===== config.mk =====
export PLATFORM = sky130hd
export DESIGN_NAME = bootwin_ctrl
export DESIGN_NICKNAME = d
export VERILOG_FILES = /design/src/rtl/bootwin_pkg.sv /design/src/rtl/bootwin_decode.sv /design/src/rtl/bootwin_pagereg.sv /design/src/rtl/bootwin_fault.sv /design/src/rtl/bootwin_ctrl.sv
export SDC_FILE = /design/constraint.sdc
export NUM_CORES = 1
export LEC_CHECK = 0
export ABC_AREA = 1
export CAP_MARGIN = 20
export CORE_UTILIZATION = 30
export CTS_BUF_LIST = sky130_fd_sc_hd__clkbuf_4 sky130_fd_sc_hd__clkbuf_8
export DETAILED_ROUTE_END_ITERATION = 7
export PLACE_DENSITY = 0.77
export SLEW_MARGIN = 20
export SYNTH_ARGS = -nofsm -noshare
export SYNTH_HDL_FRONTEND = slang
export SYNTH_SLANG_ARGS = --single-unit

===== constraint.sdc =====
create_clock -name clk -period 3.22 [get_ports clk]
set_input_delay 0.644 -clock clk [delete_from_list [all_inputs] [get_ports clk]]
set_output_delay 0.644 -clock clk [all_outputs]
set_load 0.1 [all_outputs]

===== src/rtl/bootwin_pkg.sv =====
// Shared constants and types for the boot-window controller.
// Assumes a 32 KB window (15 offset bits) and two 128-byte apertures.
package bootwin_pkg;
    localparam int WIN_W    = 15;
    localparam int APER_W   = 7;
    localparam int NUM_APER = 2;

    localparam logic [WIN_W-1:0] APER_BASE [NUM_APER] = '{15'h3E00, 15'h3F00};
    localparam logic [WIN_W-1:0] PAGE_OFF  [NUM_APER] = '{15'h3EFE, 15'h3FFE};

    typedef enum logic [2:0] {
        TGT_NONE,
        TGT_MAIN,
        TGT_ROM,
        TGT_RAM,
        TGT_APER,
        TGT_PAGE
    } tgt_e;
endpackage


===== src/rtl/bootwin_decode.sv =====
// Combinational address decoder for the boot window.
// Classifies a request into a target and flags ROM-mapped data locations.
// Assumes fetch is already qualified with a read and without a write.
module bootwin_decode
    import bootwin_pkg::*;
#(
    parameter int ADDR_W = 20
) (
    input  logic [ADDR_W-1:0] addr,
    input  logic              fetch,
    input  logic [1:0]        mode,
    output tgt_e              tgt,
    output logic              idx,
    output logic              rom_area,
    output logic [WIN_W-1:0]  off
);
    logic in_win;

    assign in_win = &addr[ADDR_W-1:WIN_W];
    assign off    = addr[WIN_W-1:0];

    // Pick the target from window membership, fetch qualifier and bank.
    always_comb begin
        tgt      = TGT_NONE;
        idx      = 1'b0;
        rom_area = 1'b0;
        if (!in_win) begin
            tgt = TGT_MAIN;
        end else if (fetch) begin
            case (mode)
                2'd0, 2'd1: tgt = TGT_ROM;
                2'd2:       tgt = TGT_MAIN;
                default:    tgt = TGT_NONE;
            endcase
        end else begin
            case (mode)
                2'd0: begin
                    tgt      = TGT_ROM;
                    rom_area = 1'b1;
                end
                2'd2: tgt = TGT_RAM;
                default: begin
                    if (off[WIN_W-1]) begin
                        tgt      = TGT_ROM;
                        rom_area = 1'b1;
                    end else begin
                        for (int i = 0; i < NUM_APER; i++) begin
                            if (off[WIN_W-1:APER_W] == APER_BASE[i][WIN_W-1:APER_W]) begin
                                tgt = TGT_APER;
                                idx = 1'(i);
                            end
                            if (off[WIN_W-1:1] == PAGE_OFF[i][WIN_W-1:1]) begin
                                tgt = TGT_PAGE;
                                idx = 1'(i);
                            end
                        end
                    end
                end
            endcase
        end
    end
endmodule


===== src/rtl/bootwin_pagereg.sv =====
// One aperture page register, cleared by reset and loaded on a qualified write.
// Assumes the caller has already decoded the address and checked the low byte lane.
module bootwin_pagereg #(
    parameter int PAGE_W = 10
) (
    input  logic              clk,
    input  logic              rst_n,
    input  logic              wr_en,
    input  logic [PAGE_W-1:0] wdata,
    output logic [PAGE_W-1:0] page_q
);
    // Hold the page number, replacing it on a qualified write.
    always_ff @(posedge clk) begin
        if (!rst_n)     page_q <= '0;
        else if (wr_en) page_q <= wdata;
    end
endmodule


===== src/rtl/bootwin_fault.sv =====
// Latches the illegal-ROM-write interrupt and the fault code.
// A new fault takes priority over an acknowledge in the same cycle.
module bootwin_fault #(
    parameter int               ERR_W    = 8,
    parameter logic [ERR_W-1:0] ERR_SET  = 8'hAE,
    parameter logic [ERR_W-1:0] ERR_INIT = 8'h31
) (
    input  logic             clk,
    input  logic             rst_n,
    input  logic             rom_wr,
    input  logic             ack,
    output logic             nmi,
    output logic [ERR_W-1:0] err_code
);
    // Set on a ROM write, clear on acknowledge, load the code on a fault.
    always_ff @(posedge clk) begin
        if (!rst_n) begin
            nmi      <= 1'b0;
            err_code <= ERR_INIT;
        end else if (rom_wr) begin
            nmi      <= 1'b1;
            err_code <= ERR_SET;
        end else if (ack) begin
            nmi      <= 1'b0;
        end
    end
endmodule


===== src/rtl/bootwin_ctrl.sv =====
// Top of the banked boot-window controller.
// Routes CPU requests to main RAM, boot ROM, private RAM or paged video
// memory. It keeps the bank number and the page registers and raises NMI
// on ROM writes. Routing is combinational; only state is registered.
module bootwin_ctrl
    import bootwin_pkg::*;
#(
    parameter int ADDR_W = 20,
    parameter int DATA_W = 16,
    parameter int PAGE_W = 10,
    parameter int VRAM_W = 16,
    parameter int CTL_W  = 8,
    parameter int ERR_W  = 8
) (
    input  logic              clk,
    input  logic              rst_n,
    input  logic [ADDR_W-1:0] cpu_addr,
    input  logic [1:0]        cpu_be,
    input  logic              cpu_rd,
    input  logic              cpu_wr,
    input  logic              cpu_fetch,
    input  logic [DATA_W-1:0] cpu_wdata,
    output logic [DATA_W-1:0] cpu_rdata,
    input  logic              ctl_wr,
    input  logic [CTL_W-1:0]  ctl_wdata,
    input  logic              nmi_ack,
    output logic              nmi,
    output logic [ERR_W-1:0]  err_code,
    output logic              main_sel,
    output logic [ADDR_W-1:0] main_addr,
    input  logic [DATA_W-1:0] main_rdata,
    output logic              rom_sel,
    output logic [WIN_W-1:0]  rom_addr,
    input  logic [DATA_W-1:0] rom_rdata,
    output logic              ram_sel,
    output logic [WIN_W-1:0]  ram_addr,
    input  logic [DATA_W-1:0] ram_rdata,
    output logic              vram_sel,
    output logic [VRAM_W-1:0] vram_addr,
    input  logic [DATA_W-1:0] vram_rdata,
    output logic              mem_we,
    output logic [1:0]        mem_be,
    output logic [DATA_W-1:0] mem_wdata
);
    localparam int CAT_W = PAGE_W + APER_W;

    logic [1:0]        ctl_q;
    tgt_e              tgt;
    logic              idx;
    logic              rom_area;
    logic [WIN_W-1:0]  off;
    logic              fetch_q;
    logic              rd_op;
    logic              access;
    logic [PAGE_W-1:0] page_q [NUM_APER];
    logic [CAT_W-1:0]  vram_cat;
    logic              unused_ctl;

    assign unused_ctl = ^{ctl_wdata[CTL_W-1:4], ctl_wdata[1:0]};
    assign rd_op      = cpu_rd & ~cpu_wr;
    assign access     = cpu_rd | cpu_wr;
    assign fetch_q    = cpu_fetch & rd_op;

    // Capture the bank number from the control byte.
    always_ff @(posedge clk) begin
        if (!rst_n)      ctl_q <= 2'b00;
        else if (ctl_wr) ctl_q <= ctl_wdata[3:2];
    end

    bootwin_decode #(.ADDR_W(ADDR_W)) decode_i (
        .addr     (cpu_addr),
        .fetch    (fetch_q),
        .mode     (ctl_q),
        .tgt      (tgt),
        .idx      (idx),
        .rom_area (rom_area),
        .off      (off)
    );

    for (genvar g = 0; g < NUM_APER; g++) begin : g_page
        bootwin_pagereg #(.PAGE_W(PAGE_W)) page_i (
            .clk    (clk),
            .rst_n  (rst_n),
            .wr_en  (cpu_wr && cpu_be[0] && tgt == TGT_PAGE && idx == 1'(g)),
            .wdata  (cpu_wdata[PAGE_W-1:0]),
            .page_q (page_q[g])
        );
    end

    bootwin_fault #(.ERR_W(ERR_W)) fault_i (
        .clk      (clk),
        .rst_n    (rst_n),
        .rom_wr   (cpu_wr & rom_area),
        .ack      (nmi_ack),
        .nmi      (nmi),
        .err_code (err_code)
    );

    assign vram_cat  = {page_q[idx], off[APER_W-1:0]};

    assign main_sel  = (tgt == TGT_MAIN) & access;
    assign main_addr = cpu_addr;
    assign rom_sel   = (tgt == TGT_ROM) & rd_op;
    assign rom_addr  = off;
    assign ram_sel   = (tgt == TGT_RAM) & access;
    assign ram_addr  = off;
    assign vram_sel  = (tgt == TGT_APER) & access;
    assign vram_addr = vram_cat[VRAM_W-1:0];
    assign mem_we    = cpu_wr;
    assign mem_be    = cpu_be;
    assign mem_wdata = cpu_wdata;

    // Steer read data from the decoded source.
    always_comb begin
        case (tgt)
            TGT_MAIN: cpu_rdata = main_rdata;
            TGT_ROM:  cpu_rdata = rom_rdata;
            TGT_RAM:  cpu_rdata = ram_rdata;
            TGT_APER: cpu_rdata = vram_rdata;
            TGT_PAGE: cpu_rdata = {{(DATA_W-PAGE_W){1'b0}}, page_q[idx]};
            default:  cpu_rdata = '0;
        endcase
    end
endmodule


==> results of run 1 <==
[cell usage in the layout (no fill, tap or decap), drive strengths merged]
cell type,netlist,final
buf,95,152
nand2,119,119
clkdlybuf4s50,0,83
nor2,70,70
inv,43,43
nand4,33,33
dfxtp,25,25
dlymetal6s2s,0,16
a21oi,12,12
o2111ai,6,6
nand3,6,6
clkbuf,3,6
o21ai,4,4
nor3,3,3
o21a,2,2
conb,2,2
dlygate4sd2,0,2
clkinv,1,2
nand3b,1,1
nor4,1,1
[cell usage after synthesis, drive strengths merged]
master,number
nand2,119
buf,95
nor2,70
inv,43
nand4,33
dfxtp,25
a21oi,12
nand3,6
o2111ai,6
o21ai,4
clkbuf,3
nor3,3
conb,2
o21a,2
clkinv,1
nand3b,1
nor4,1
[logic make-up after synthesis]
family	synth area share
buffers and inverters	0.331
AO/OA/AOI/OAI	0.0547
AND/OR/NAND/NOR	0.426
other	0.00278
flip-flops	0.185
[path summary, 6_finish.rpt]
kind              slack (ns)  cells after the start                  startpoint                         end
setup / recovery        0.09                     15                 cpu_addr[1]                cpu_rdata[3]
hold / removal          0.49                      2  g_page[1].page_i.page_q[9]  g_page[1].page_i.page_q[9]
setup reg to reg        1.25                     14                    ctl_q[0]  g_page[0].page_i.page_q[7]
hold reg to reg         0.49                      2  g_page[1].page_i.page_q[9]  g_page[1].page_i.page_q[9]
[registers in the layout, indices dropped and copies added, names as in the netlist]
name                  cells
fault_i.nmi               1
ctl_q                     2
g_page.page_i.page_q     20
fault_i.err_code          2
[area by class of cell]
type / count / area (µm²) / share of cell area
clock buffer: 3 / 41.3 / 0.00796
clock inverter: 1 / 5.00 / 0.000965
inverter: 44 / 188 / 0.0362
multi-input combinational: 259 / 1630 / 0.315
sequential: 25 / 500 / 0.0965
tap: 108 / 135 / 0.0260
timing repair buffer: 256 / 2690 / 0.518
[what timing repair did]
action,in CTS,in global routing
pin swaps,4,20
resized for setup,20,47
setup endpoints to repair,16,17
buffers inserted,2,5
cloned,0,2
[metal layers]
layer | up-vias | share of wire | wire, µm | GRT usage
met4 | 0 | 0.011 | 102 | 0.0425
met3 | 11 | 0.045 | 435 | 0.0195
met2 | 111 | 0.56 | 5400 | 0.370
li1 | 1582 | - | - | -
met5 | - | 0 | 0 | 0
met1 | 1453 | 0.38 | 3660 | 0.219
[tightest hold or removal path: cells and delay by family, from the launching register on]
kind	cells	cell delay, ns
and+or+nand+nor	2	0.14
DFF	1	0.32
[metrics by stage]
step | instance area [µm²] | setup slack (ns) | utilization | instances
after floorplan | 2880 | -0.487 | - | 426
after global routing | 5190 | -0.0473 | 0.595 | 696
final | 5190 | 0.0862 | 0.595 | 696
after detailed placement | 4810 | -0.196 | 0.551 | 683
after CTS | 4940 | -0.0128 | 0.566 | 689
after global placement | 4810 | -0.150 | 0.551 | 683
[power by group]
group | leakage, µW | internal (µW) | switching (µW)
Sequential | 0.000202 | 311 | 0.998
Combinational | 0.00232 | 255 | 563
Clock | 0.0000255 | 86.8 | 101
==> flow_summary.yaml, run 1 <==
run_status:
  status: "completed"
place:
  gp_congestion: 0.851
  dp_hpwl_um: 7720
  port_buffers: 203
global_routing:
  grt_pass1_wl_um: 14700
  antenna_found_initial: 0
  track_usage: 0.190
  grt_pass1_vias: 3052
  grt_overflow: 0
  grt_max_degree: 26
critical_path:
  slowest_stage: "dlygate4sd2_1"
  cp_data_required_time_ns: 2.58
  cp_cell_sequence: "dlygate4sd2_1, nand2_2, inv_1, nand2_1, nor2_2, nand2_2, nand2_2, nand2_4, nand2_4, nand2_4, nor2_4, buf_12, nand2_1, nand4_1, buf_12"
  critPathBufInv: 4
  critPathMaxStageDelay_ns: 0.30
  endpoint_kind: "output port"
  worstPathArrival_ns: 2.49
  critical_path_class: "input port to output port"
  crit_fanout: 7
  startpoint_type: "input port"
  cp_top_family: "simple AND/OR/NAND/NOR gates"
sta:
  clock_skew_ns: 0.00272
  report.final.setup_viol: 0
  holdWs_ns: 0.489
  worst_slew_pin_slew_ns: 0.837
  fmax_ghz: 0.319
  slew_headroom: 0.441
  hold_violations: 0
  finalCritPeriodShare: 0.973
  drv_slew: 0
  period_minus_slack_ns: 3.13
  tns_ns: 0
layout:
  area_delta_synth_final_pct: 92.1
  fin_nets: 706
  drive_gt1_frac: 0.388
  diodes: 0
  fillers: 767
clocking:
  h-tree-depth: 1
  clkSinkCount: 25
  cts_made_buffers: 3
  hold_buffers: 0
  cts_root_buffer: "clkbuf_8"
  insertion_delay_ns: 0.27
  cts_buffer_depth: 2
  clk_pin_slew_ns: 0.09
  cts_tree: "done"
synth:
  yosys_warnings: 0
  postSynthCellCount: 426
  syn_area_per_cell_um2: 6.34
  ys_ff_latch: 25
  yosysTopAreaCell: "buf_4"
  synth_top_area_share: 0.239
  syn-num-nets: 543
  synth_area_leaders: "buf_4 (24%), dfxtp_1 (19%), nand2_1 (15%)"
  syn_area_um2: 2700
  synth_cell_types: 32
  ys_seq_area_frac: 0.185
routing:
  drc: 0
  routedWlPerCell_um: 13.8
  drtIter0Drc: 61
  ant_nets: 0
  drt_wl_total_um: 9600
  first_pass_iters: 4
  vias: 3157
  vias_per_cell: 4.54
hold_path:
  min_path_type: "register to register"
run:
  drv_cap: 0
power:
  power_leakage_uw: 0.00255
  ir_worst_vdd_mv: 0.290
  powerDensity_nw_per_um2: 254
  p_total_uw: 1320
floorplanning:
  fp.dieW_um: 96.9
  num_rows: 34
  start_util: 0.310
  core_region_area_um2: 8720
  die_h_um: 96.9
  die-area_um2: 9380
  io_pins: 231
Power figures use the tool's default switching activity.
==> run 2, diff against run 1 <==
- SKIP_CTS_REPAIR_TIMING: not set -> 1
==> run 2 against run 1 <==
  * Clock-buffer cell count unchanged
  * Non-clock buffer count increased by 3
  * Final cell count increased by 0.43%
  * Largest power group unchanged
  * Largest cell class unchanged
  * Total power increased by 0.34%
  * Flip-flop and latch count unchanged
  * Global-route usage decreased by 0.23 points
  * Clock skew increased by 0.0017 ns
  * Critical path type unchanged
==> flow_summary.yaml, run 2 (synthesis gave the netlist of run 1 again) <==
global_routing:
  met2_usage: 0.362
  grt_pass1_vias: 3005
  use_met3: 0.0195
  busiest_layer: "met2"
  track_usage: 0.187
  antenna_found_initial: 0
  grt_pass1_wl_um: 14600
  grt_max_degree: 26
  met1_usage: 0.218
  grt_overflow: 0
run:
  drv_cap: 0
place:
  gp_congestion: 0.851
  dpl_cell_area_um2: 4810
  dp_slack_ns: -0.196
  port_buffers: 203
  dp_hpwl_um: 7720
power:
  powerDensity_nw_per_um2: 251
  power_leakage_uw: 0.00260
  ir_worst_vdd_mv: 0.289
layout:
  area_delta_synth_final_pct: 94.9
  drive_gt1_frac: 0.399
  diodes: 0
  largest_register_ffs: 20
  fin_nets: 709
  final_cell_mix: "buf_4 (116), clkdlybuf4s50_1 (83), nand2_1 (82), nor2_1 (55), inv_1 (38)"
  top_regs: "g_page.page_i.page_q: 20 flops, ctl_q: 2 flops, fault_i.err_code: 2 flops"
  final_util: 0.603
  fillers: 750
  regMostFlops: "g_page.page_i.page_q"
  layout_commonest_cell: "buf_4"
  stdcell_area_um2: 5260
critical_path:
  cp-startpoint: "cpu_addr[17]"
  rr_worst_depth: 14
  crit_fanout: 8
  cp_data_required_time_ns: 2.58
  critPathMaxStageDelay_ns: 0.54
  critical_path_class: "input port to output port"
  r2r-end: "g_page[0].page_i.page_q[3]"
  setup.worst_path.end: "cpu_rdata[9]"
  cp_cell_sequence: "clkdlybuf4s50_1, nand3b_4, nor2_4, nand2_4, nand2_4, inv_8, buf_12, a21oi_2, nand4_1, buf_12"
  reg2reg_slack_ns: 1.27
  worstPathArrival_ns: 2.48
  endpoint_kind: "output port"
  r2r-start: "ctl_q[0]"
  slowest_stage: "clkdlybuf4s50_1"
  startpoint_type: "input port"
routing:
  first_pass_iters: 4
  routedWlPerCell_um: 13.9
  drt_wl_total_um: 9700
  drc: 0
  ant_nets: 0
  drtIter0Drc: 62
  vias_per_cell: 4.54
  vias: 3172
floorplanning:
  num_rows: 34
  start_util: 0.310
  fp.dieW_um: 96.9
  die_h_um: 96.9
  io_pins: 231
  core_region_area_um2: 8720
  die-area_um2: 9380
hold_path:
  min_path_type: "register to register"
  min_path_cells: 2
clocking:
  cts_root_buffer: "clkbuf_8"
  h-tree-depth: 1
  cts_buffer_depth: 2
  cts_tree: "done"
  clkSinkCount: 25
  cts_made_buffers: 3
  insertion_delay_ns: 0.27
  clk_pin_slew_ns: 0.09
sta:
  rsz0062_at_grt: "no"
  report.final.setup_viol: 0
  finalCritPeriodShare: 0.969
  worst_slew_pin_slew_ns: 0.869
  tns_ns: 0
  period_minus_slack_ns: 3.12
  drv_slew: 0
  clock_skew_ns: 0.00446
  layout_setup_ws_ns: 0.0983
  slew_headroom: 0.419
  hold_violations: 0
  fmax_ghz: 0.320
run_status:
  status: "completed"
## run 2: final cells by class
class                      count  area, µm²  area share
sequential                    25        500      0.0951
multi-input combinational    259       1660       0.316
clock buffer                   3       41.3     0.00785
clock inverter                 1       5.00    0.000951
inverter                      44        190      0.0361
tap                          108        135      0.0257
timing repair buffer         259       2730       0.518
## run 2: critical path, delay by kind of cell
family                 cells  cell delay [ns]
and+or+nand+nor            5             0.75
buffers and inverters      4             0.93
AOI/OAI and AO/OA          1             0.13
## run 2: worst min-delay path by stage
stage | end | slack (ns) | from
floorplan | ctl_q[1] | 0.45 | ctl_q[1]
global placement | g_page[1].page_i.page_q[5] | 0.46 | g_page[1].page_i.page_q[5]
detailed placement | g_page[1].page_i.page_q[5] | 0.47 | g_page[1].page_i.page_q[5]
CTS | g_page[0].page_i.page_q[2] | 0.49 | g_page[0].page_i.page_q[2]
global route | g_page[1].page_i.page_q[5] | 0.51 | g_page[1].page_i.page_q[5]
finish | g_page[1].page_i.page_q[9] | 0.49 | g_page[1].page_i.page_q[9]
## run 2: where the power goes
part	internal [µW]	total [µW]	switching [µW]
sequential	311	312	1.01
combinational	257	823	566
clock	86.8	188	101
## run 2: metal layers
layer  wire length (µm)  share of wire
met2               5380           0.55
met1               3810           0.39
met4                112          0.012
met5                  0              0
met3                401          0.041
## run 2: stage by stage
step	total power, µW	hold WS (ns)	cells
global placement	1130	0.462	683
detailed placement	1130	0.472	683
CTS	1320	0.488	687
finish	1320	0.490	699
global route	1360	0.514	699
floorplan	953	0.454	426
==> run 3, diff against run 2 <==
- ABC_AREA: 1 -> not set
- PLACE_DENSITY: 0.77 -> 0.81
==> run 3 against run 2 <==
  * Die area is 11% lower
  * Wire length shrank 7.5%
  * Register-to-register slack worse by 0.05 ns
  * Final cell count fell by 22%
  * Final area is 8.2% lower
  * Area after synthesis shrank 11%
  * Non-clock buffer count down 11
  * Clock power is essentially flat
  * Largest cell class unchanged
  * Largest power group unchanged
  * Highest routed layer unchanged
==> flow_summary.yaml, run 3 <==
layout:
  final_cell_mix: "buf_4 (107), clkdlybuf4s50_1 (85), mux2i_1 (40), nand2_1 (34), buf_12 (34)"
  layout_commonest_cell: "buf_4"
  area_delta_synth_final_pct: 101
  diodes: 0
  largest_register_ffs: 20
  final_cells: 544
  fin_nets: 560
  top_regs: "g_page.page_i.page_q: 20 flops, ctl_q: 2 flops, fault_i.err_code: 2 flops"
  multiInputGateArea_um2: 1520
  regMostFlops: "g_page.page_i.page_q"
  fillers: 636
  seq_area_um2: 500
  drive_gt1_frac: 0.450
synth:
  syn_area_per_cell_um2: 8.42
  synth_area_leaders: "buf_4 (26%), dfxtp_1 (21%), mux2i_1 (20%)"
  yosys_warnings: 0
  synth-main-ff-cell: "dfxtp_1"
  synth_top_area_share: 0.265
  yosysMostFrequentCell: "buf_4"
  ys_async_sr_fraction: 0
  ys_seq_area_frac: 0.208
  yosys-top-cells-count: "buf_4 (85), mux2i_1 (48), nand2_1 (35)"
  ys_ff_latch: 25
  syn_area_um2: 2410
  syn-num-nets: 403
  synth_cell_types: 34
  yosysTopAreaCell: "buf_4"
  postSynthCellCount: 286
  synth-edff-count: 0
clocking:
  insertion_delay_ns: 0.26
  cts_made_buffers: 3
  cts_root_buffer: "clkbuf_8"
  clk_pin_slew_ns: 0.09
  clkSinkCount: 25
  h-tree-depth: 1
  cts_tree: "done"
  cts_buffer_depth: 2
floorplanning:
  die_h_um: 91.6
  num_rows: 32
  start_util: 0.312
  core_region_area_um2: 7730
  io_pins: 231
  fp.dieW_um: 91.6
  die-area_um2: 8390
critical_path:
  endpoint_kind: "output port"
  cp-startpoint: "cpu_fetch"
  critical_path_class: "input port to output port"
  rr_worst_depth: 6
  crit_fanout: 4
  slowest_stage: "or4_4"
  startpoint_type: "input port"
  cp_cell_sequence: "dlymetal6s2s_1, and3b_2, or4_4, nor2_4, and2_4, clkbuf_16, mux2_4, buf_12"
  critPathBufInv: 3
  r2r-end: "g_page[0].page_i.page_q[3]"
  worstPathArrival_ns: 2.51
  cp_top_family: "simple AND/OR/NAND/NOR gates"
  r2r-start: "ctl_q[0]"
  critPathMaxStageDelay_ns: 0.56
  reg2reg_slack_ns: 1.22
  cp_data_required_time_ns: 2.58
run_status:
  status: "completed"
global_routing:
  grt_pass1_wl_um: 12600
  met1_usage: 0.217
  met2_usage: 0.363
  use_met3: 0.0251
  grt_max_degree: 36
  grt_overflow: 0
  antenna_found_initial: 0
  track_usage: 0.188
  busiest_layer: "met2"
  grt_pass1_vias: 2471
sta:
  hold_violations: 0
  clock_skew_ns: 0.00372
  report.final.setup_viol: 0
  drv_slew: 0
  period_minus_slack_ns: 3.15
  fmax_ghz: 0.317
  layout_setup_ws_ns: 0.0690
  finalCritPeriodShare: 0.979
routing:
  first_pass_iters: 4
  drt_wl_total_um: 8970
  routedWlPerCell_um: 16.5
  vias_per_cell: 4.71
  drc: 0
  drtIter0Drc: 51
  vias: 2564
  ant_nets: 0
hold_path:
  min_path_cells: 2
  holdPathEnd: "g_page[0].page_i.page_q[9]"
  hold_start: "g_page[0].page_i.page_q[9]"
  min_path_type: "register to register"
place:
  gp_congestion: 0.771
  port_buffers: 203
  dp_hpwl_um: 6970
  dp.cells: 531
  dp_slack_ns: -0.371
power:
  power_leakage_uw: 0.00213
  powerDensity_nw_per_um2: 273
  ir_worst_vdd_mv: 0.268
run:
  drv_cap: 0
run 3: cell types whose count changed after synthesis, moves of 6 or more:
cell / delta
mux2_1: +9
inv_1: -38
a21oi_1: -12
nand2_2: -6
o221ai_1: +10
nand2_1: -74
mux2i_1: +48
o2111ai_1: -6
o21ai_1: +6
nor2_1: -55
nand4_1: -30
a22oi_1: +16
run 3: stage by stage:
step	total power [µW]	hold slack [ns]	setup TNS (ns)	area [µm²]	utilization
finish	1320	0.470	0	4830	0.625
global route	1360	0.496	-0.0642	4830	0.625
CTS	1310	0.474	-6.19	4500	0.582
detailed placement	1130	0.460	-6.12	4450	0.576
global placement	1120	0.442	-5.68	4450	0.576
floorplan	951	0.434	-4.69	2530	-
run 3: worst max path at each step:
stage	end	cells past startpoint	slack [ns]
after detailed placement	vram_addr[7]	8	-0.37
after CTS	vram_addr[10]	8	-0.37
after global routing	cpu_rdata[2]	9	-0.03
after floorplan	cpu_rdata[10]	7	-0.48
final	vram_addr[12]	8	0.07
after global placement	vram_addr[10]	8	-0.35
run 3: area by class of cell:
class / instances / share of cell area
inverters: 1 / 0.000777
repair buffers: 248 / 0.546
clock inverters: 1 / 0.00104
clock buffers: 3 / 0.00854
flip-flops and latches: 25 / 0.104
multi-input cells: 164 / 0.314
well taps: 102 / 0.0264
run 3: logic make-up (layout without fill, tap and decap cells):
kind of cell / Yosys count / after routing / synth area share
buffers and inverters: 97 / 253 / 0.288
AND/OR/NAND/NOR: 64 / 64 / 0.135
multiplexers: 57 / 57 / 0.242
AO/OA/AOI/OAI: 41 / 41 / 0.124
flip-flops: 25 / 25 / 0.208
other: 2 / 2 / 0.00312
run 3: tightest hold or removal path, cell delays in order, from the launching register on:
cell and delay (ns):
dfxtp_1 0.32, nand2_1 0.05, mux2i_1 0.06
run 3: power by group:
group / internal, µW / switching [µW] / total (µW)
combinational: 269 / 553 / 822
sequential: 311 / 3.02 / 314
clock: 86.4 / 98.4 / 185
run 3: layer usage:
layer | vias to the layer above | part of all wire
met5 | - | 0
met4 | 0 | 0.012
met3 | 12 | 0.047
met2 | 91 | 0.56
met1 | 1227 | 0.38
li1 | 1234 | -
